==> config.mk <==
export PLATFORM = sky130hd
export DESIGN_NAME = audio_ser_top
export DESIGN_NICKNAME = d
export VERILOG_FILES = /design/src/rtl/aser_pkg.sv /design/src/rtl/aser_bclk_gen.sv /design/src/rtl/aser_framer.sv /design/src/rtl/audio_ser_top.sv
export SDC_FILE = /design/constraint.sdc
export NUM_CORES = 1
export LEC_CHECK = 0
export BUFFER_PORTS_ARGS = -buffer_cell sky130_fd_sc_hd__buf_4
export CORE_AREA = 3 3 86 88
export CTS_CLUSTER_DIAMETER = 60
export CTS_CLUSTER_SIZE = 16
export DETAILED_ROUTE_END_ITERATION = 7
export DIE_AREA = 0 0 89 91
export PLACE_DENSITY = 0.75
export SYNTH_ARGS = -nofsm -noshare
export SYNTH_HDL_FRONTEND = slang
export SYNTH_SLANG_ARGS = --single-unit
==> constraint.sdc <==
create_clock -name clk -period 9.4 [get_ports clk]
set_input_delay 1.88 -clock clk [delete_from_list [all_inputs] [get_ports clk]]
set_output_delay 1.88 -clock clk [all_outputs]
set_load 0.01 [all_outputs]
==> src/rtl/aser_pkg.sv <==
package aser_pkg;

  typedef enum logic {
    FMT_I2S = 1'b0,
    FMT_LJ  = 1'b1
  } aser_fmt_e;

  // word-select level for a channel under a framing
  function automatic logic ws_level(input aser_fmt_e f, input logic right_ch);
    return (f == FMT_LJ) ? !right_ch : right_ch;
  endfunction

  // bit periods between the slot start and the sample MSB
  function automatic int lead_gap(input aser_fmt_e f);
    return (f == FMT_LJ) ? 0 : 1;
  endfunction

endpackage

==> src/rtl/aser_bclk_gen.sv <==
module aser_bclk_gen #(
  parameter int DIV = 4
) (
  input  logic clk,
  input  logic rst_n,
  output logic bclk_o,
  output logic fall_next_o
);
  localparam int HALF  = DIV / 2;
  localparam int CNT_W = (DIV > 2) ? $clog2(DIV) : 1;
  localparam logic [CNT_W-1:0] CNT_LAST = CNT_W'(DIV - 1);
  localparam logic [CNT_W-1:0] CNT_MID  = CNT_W'(HALF - 1);

  logic [CNT_W-1:0] cnt_q;
  logic             bclk_q;

  initial begin
    cfg_div_even: assert (DIV >= 2 && (DIV % 2) == 0)
      else $error("DIV must be even and at least 2");
  end

  always_ff @(posedge clk) begin
    if (!rst_n) begin
      cnt_q  <= '0;
      bclk_q <= 1'b0;
    end else begin
      cnt_q <= (cnt_q == CNT_LAST) ? '0 : cnt_q + 1'b1;
      if (cnt_q == CNT_MID)       bclk_q <= 1'b1;
      else if (cnt_q == CNT_LAST) bclk_q <= 1'b0;
    end
  end

  // high in the cycle whose closing edge drops the bit clock
  assign fall_next_o = (cnt_q == CNT_LAST);
  assign bclk_o      = bclk_q;

endmodule

==> src/rtl/aser_framer.sv <==
module aser_framer
  import aser_pkg::*;
#(
  parameter int SAMPLE_W = 24,
  parameter int SLOT_W   = 32
) (
  input  logic                clk,
  input  logic                rst_n,
  input  logic                fall_next,
  input  logic                bclk_i,
  input  logic                fmt_i,
  input  logic                in_valid,
  input  logic [SAMPLE_W-1:0] in_left,
  input  logic [SAMPLE_W-1:0] in_right,
  output logic                in_ready,
  output logic                ws_o,
  output logic                sdata_o
);
  localparam int SLOT_LG  = $clog2(SLOT_W);
  localparam int FRAME_LG = SLOT_LG + 1;
  localparam logic [FRAME_LG-1:0] POS_LAST = '1;

  initial begin
    cfg_geometry: assert (SAMPLE_W < SLOT_W && (1 << SLOT_LG) == SLOT_W)
      else $error("SLOT_W must be a power of two above SAMPLE_W");
  end

  logic [FRAME_LG-1:0] pos_q, pos_nxt;
  logic [SAMPLE_W-1:0] left_q, right_q, left_nxt, right_nxt;
  aser_fmt_e           fmt_q, fmt_nxt;
  logic                ws_q, sdata_q;

  // named events for the checks below
  logic frame_wrap, pair_take, slot_start;

  function automatic logic pick_bit(input aser_fmt_e f,
                                    input logic [FRAME_LG-1:0] p,
                                    input logic [SAMPLE_W-1:0] l,
                                    input logic [SAMPLE_W-1:0] r);
    logic [SAMPLE_W-1:0] w;
    int idx;
    w   = p[FRAME_LG-1] ? r : l;
    idx = int'(p[SLOT_LG-1:0]) - lead_gap(f);
    if (idx < 0 || idx >= SAMPLE_W) return 1'b0;
    w = w << idx;
    return w[SAMPLE_W-1];
  endfunction

  assign frame_wrap = (pos_q == POS_LAST);
  assign in_ready   = fall_next && frame_wrap;
  assign pair_take  = in_ready && in_valid;
  assign slot_start = (pos_q[SLOT_LG-1:0] == '0);

  always_comb begin
    pos_nxt   = frame_wrap ? '0 : pos_q + 1'b1;
    left_nxt  = pair_take ? in_left  : left_q;
    right_nxt = pair_take ? in_right : right_q;
    fmt_nxt   = frame_wrap ? aser_fmt_e'(fmt_i) : fmt_q;
  end

  always_ff @(posedge clk) begin
    if (!rst_n) begin
      pos_q   <= POS_LAST;
      left_q  <= '0;
      right_q <= '0;
      fmt_q   <= FMT_I2S;
      ws_q    <= 1'b0;
      sdata_q <= 1'b0;
    end else if (fall_next) begin
      pos_q   <= pos_nxt;
      left_q  <= left_nxt;
      right_q <= right_nxt;
      fmt_q   <= fmt_nxt;
      ws_q    <= ws_level(fmt_nxt, pos_nxt[FRAME_LG-1]);
      sdata_q <= pick_bit(fmt_nxt, pos_nxt, left_nxt, right_nxt);
    end
  end

  assign ws_o    = ws_q;
  assign sdata_o = sdata_q;

  assert_ws_on_fall_R5: assert property (@(posedge clk) disable iff (!rst_n)
    !$stable(ws_o) |-> $fell(bclk_i));

  assert_data_on_fall_R5: assert property (@(posedge clk) disable iff (!rst_n)
    !$stable(sdata_o) |-> $fell(bclk_i));

  assert_ws_slot_edge_R1: assert property (@(posedge clk) disable iff (!rst_n)
    !$stable(ws_o) |-> slot_start);

  assert_i2s_lead_zero_R4: assert property (@(posedge clk) disable iff (!rst_n)
    (fmt_q == FMT_I2S && slot_start) |-> !sdata_o);

  assert_ready_single_R7: assert property (@(posedge clk) disable iff (!rst_n)
    in_ready |=> !in_ready);

endmodule

==> src/rtl/audio_ser_top.sv <==
module audio_ser_top #(
  parameter int SAMPLE_W = 24,
  parameter int SLOT_W   = 32,
  parameter int DIV      = 4
) (
  input  logic                clk,
  input  logic                rst_n,
  input  logic                fmt_lj,
  input  logic                in_valid,
  input  logic [SAMPLE_W-1:0] in_left,
  input  logic [SAMPLE_W-1:0] in_right,
  output logic                in_ready,
  output logic                bclk,
  output logic                wsel,
  output logic                sdata
);
  logic fall_next;

  aser_bclk_gen #(.DIV(DIV)) u_bclk (
    .clk         (clk),
    .rst_n       (rst_n),
    .bclk_o      (bclk),
    .fall_next_o (fall_next)
  );

  aser_framer #(.SAMPLE_W(SAMPLE_W), .SLOT_W(SLOT_W)) u_framer (
    .clk       (clk),
    .rst_n     (rst_n),
    .fall_next (fall_next),
    .bclk_i    (bclk),
    .fmt_i     (fmt_lj),
    .in_valid  (in_valid),
    .in_left   (in_left),
    .in_right  (in_right),
    .in_ready  (in_ready),
    .ws_o      (wsel),
    .sdata_o   (sdata)
  );

endmodule

==> qor.csv <==
metric,value,unit
status,"complete, no violations",
syn_inst,426,
endpoint_kind,flop,
ir_worst_vdd,0.08880,mV
cts_resized,0,
start_util,49.39,%
fin_tns_setup,0,ns
drt_iter0_markers,192,
antenna_found_initial,0,
die-height,91,um
finClkSkew,0.009330,ns
startpoint_type,flop,
postCtsSetupRepairBufs,0,
tightest_slew,0.7687,ns
synth_edf_count,0,
cts_inserted_buffers,9,
grt_max_degree,67,
design.core.area,0.006719,mm^2
fmax,0.2358,GHz
pin_count,56,
cts_hold_buffers,0,
yosysTopAreaCellShare,36.20,%
path_clk_slew,0.07,ns
synth_cell_types,54,
dieWidth,89,um
synth-main-ff-cell,dfxtp_1,
ctsLongestPathBuffers,2,
grt-ovfl-total,0,
setup_violations,0,
num_vias,3075,
syn-num-nets,484,
slowest_stage,ha_1,
cp_max_fo,15,
cts_tree,done,
track_usage,20.86,%
avgRoutedWirePerCell,14.72,um
hold_viol_final,0,
cp.required,9.69,ns
instances_no_fill,545,
portBuffers,55,
rsz0062_at_grt,no,
synth-seq-cells,60,
power_density,174.1,mW/mm^2
post-route-min-period,4.241,ns
grt_pass1_wl,13.54,mm
mostFrequentLayoutCell,nand2_1,
area_growth_syn_to_layout,16.40,%
cts_max_level,3,
fillers,622,
drc,0,
layout_common_cells,"nand2_1, dfxtp_1, buf_4, a21boi_0, o21ai_0",
drt_first_pass_iters,4,
clkLatencyLatePin,0.34,ns
nNetsFinal,519,
syn_area,0.003318,mm^2
ctsRootBufferMaster,clkbuf_8,
yosysSeqAreaShare,36.20,%
slew_violations,0,
critPathMaxStageDelay,0.63,ns
vias_per_cell,5.642,
dpl.hpwl,5.498,mm
synth_area_per_cell,7.789,um^2
dieArea,0.008099,mm^2
synth.area.top_cells,"dfxtp_1, nand2_1, a21boi_0",
r2r_slack,5.16,ns
cpMostUsedCell,ha_1,
drtAntennaViolNets,0,
path_cells,ha_1 -> nand3_1 -> nor2_1 -> mux2i_1 -> ha_1 -> ha_1 -> nor2b_1 -> a22oi_1 -> o21ai_0 -> a31oi_1 -> o211ai_1 -> nor4_1 -> a31oi_1 -> a31o_1,
routed_wirelength,8.020,mm
antenna_cells,0,
worstPathArrival,4.53,ns
dpl.cell_count,530,
crit_type,reg -> reg,
min_period_over_period,45.12,%
yosys_warnings,0,
cap_violations,0,
yosys.area.top_type,dfxtp_1,
first_global_vias,2974,
hp-class,reg -> reg,
ys_async_sr_fraction,0,%
max_slew_margin,48.75,%
row_count,30,
cts.sink_count,60,
routabilityCongestion,0.8626,
layout-drive-gt1-share,18.28,%
p_leak,0.001447,uW
==> power breakdown <==
part	total, uW	switching, uW	internal (uW)
Clock	195	103	92.6
Sequential	271	7.93	263
Combinational	207	121	85.8
Total	673	231	441
==> cell families after synthesis <==
logic type / Yosys count / share of synthesized area, %
adders and majority gates: 6 / 2.262
AOI/OAI and AO/OA: 106 / 22.93
xor gates and xnor gates: 6 / 1.584
buffers and inverters: 40 / 5.392
and+or+nand+nor: 192 / 25.72
muxes: 16 / 5.920
DFF: 60 / 36.20
==> through the flow <==
stage | hold WS [ns] | cell area (um^2) | power (uW) | utilization, % | worst slack (ns)
final | 0.4552 | 3862 | 672.6 | 57.49 | 5.159
after global routing | 0.4867 | 3862 | 712.7 | 57.49 | 4.555
after floorplan | 0.4214 | 3318 | 431.0 | - | 5.365
after global placement | 0.4315 | 3705 | 476.0 | 55.14 | 4.924
after detailed placement | 0.4438 | 3705 | 481.2 | 55.14 | 4.836
after CTS | 0.4578 | 3862 | 675.9 | 57.49 | 5.167
==> worst max-delay path: cells and delay by family (launching register included) <==
family          cells  cell delay [ns]
flops               1             0.43
compound gates      6             0.89
mux                 1             0.22
simple gates        4             1.28
fa+ha+maj           3             1.37
==> registers in the layout (all words and copies together) (netlist names) <==
register,flops
u_framer.fmt_q,1
u_framer.sdata_o,1
u_bclk.bclk_o,1
u_framer.right_q,24
u_framer.pos_q,6
u_bclk.cnt_q,2
u_framer.ws_o,1
u_framer.left_q,24
==> cell usage after synthesis, types with 3 or more instances <==
master and instances:
nand2_1 128, dfxtp_1 60, a21boi_0 47, clkbuf_1 15, o21ai_0 13, nor2_1 12, a31oi_1 11, mux2i_1 11
nand3_1 10, nand4_1 9, buf_1 8, buf_2 8, nor2b_1 7, ha_1 6, inv_1 6, a21oi_1 5
nor3_1 5, o211ai_1 5, a2111oi_0 4, nand2b_1 4, and2_1 3, nor4_1 3, o2111ai_1 3, xnor2_1 3
xor2_1 3
==> routing by layer <==
| layer | global-route usage, % | vias to the layer above | share of wire [%] | routed length [um] |
|---|---|---|---|---|
| met5 | 0 | - | 0 | 0 |
| met2 | 33.48 | 88 | 49 | 3935 |
| met4 | 8.933 | 0 | 1.5 | 122 |
| li1 | - | 1551 | - | - |
| met1 | 26.87 | 1421 | 43 | 3468 |
| met3 | 4.083 | 15 | 6.2 | 494 |
==> final cells by class <==
class	instances	area (um^2)	area share, %
timing repair buffer	58	435.4	11.27
tap	80	100.1	2.592
clock buffer	10	127.6	3.304
inverter	6	22.52	0.5831
multi-input combinational	326	1946	50.37
sequential	60	1201	31.10
clock inverter	5	30.03	0.7775
==> final timing paths <==
| path | depth (start not counted) | start | endpoint |
|---|---|---|---|
| hold / removal | 1 | u_bclk.cnt_q[0]$_SDFF_PP0_ | u_bclk.cnt_q[0]$_SDFF_PP0_ |
| setup / recovery | 14 | u_framer.pos_q[0]$_SDFFE_PN1P_ | u_framer.sdata_o$_SDFFE_PN0P_ |
| hold reg to reg | 1 | u_bclk.cnt_q[0]$_SDFF_PP0_ | u_bclk.cnt_q[0]$_SDFF_PP0_ |
| setup reg to reg | 14 | u_framer.pos_q[0]$_SDFFE_PN1P_ | u_framer.sdata_o$_SDFFE_PN0P_ |
(Power assumes the default switching activity.)
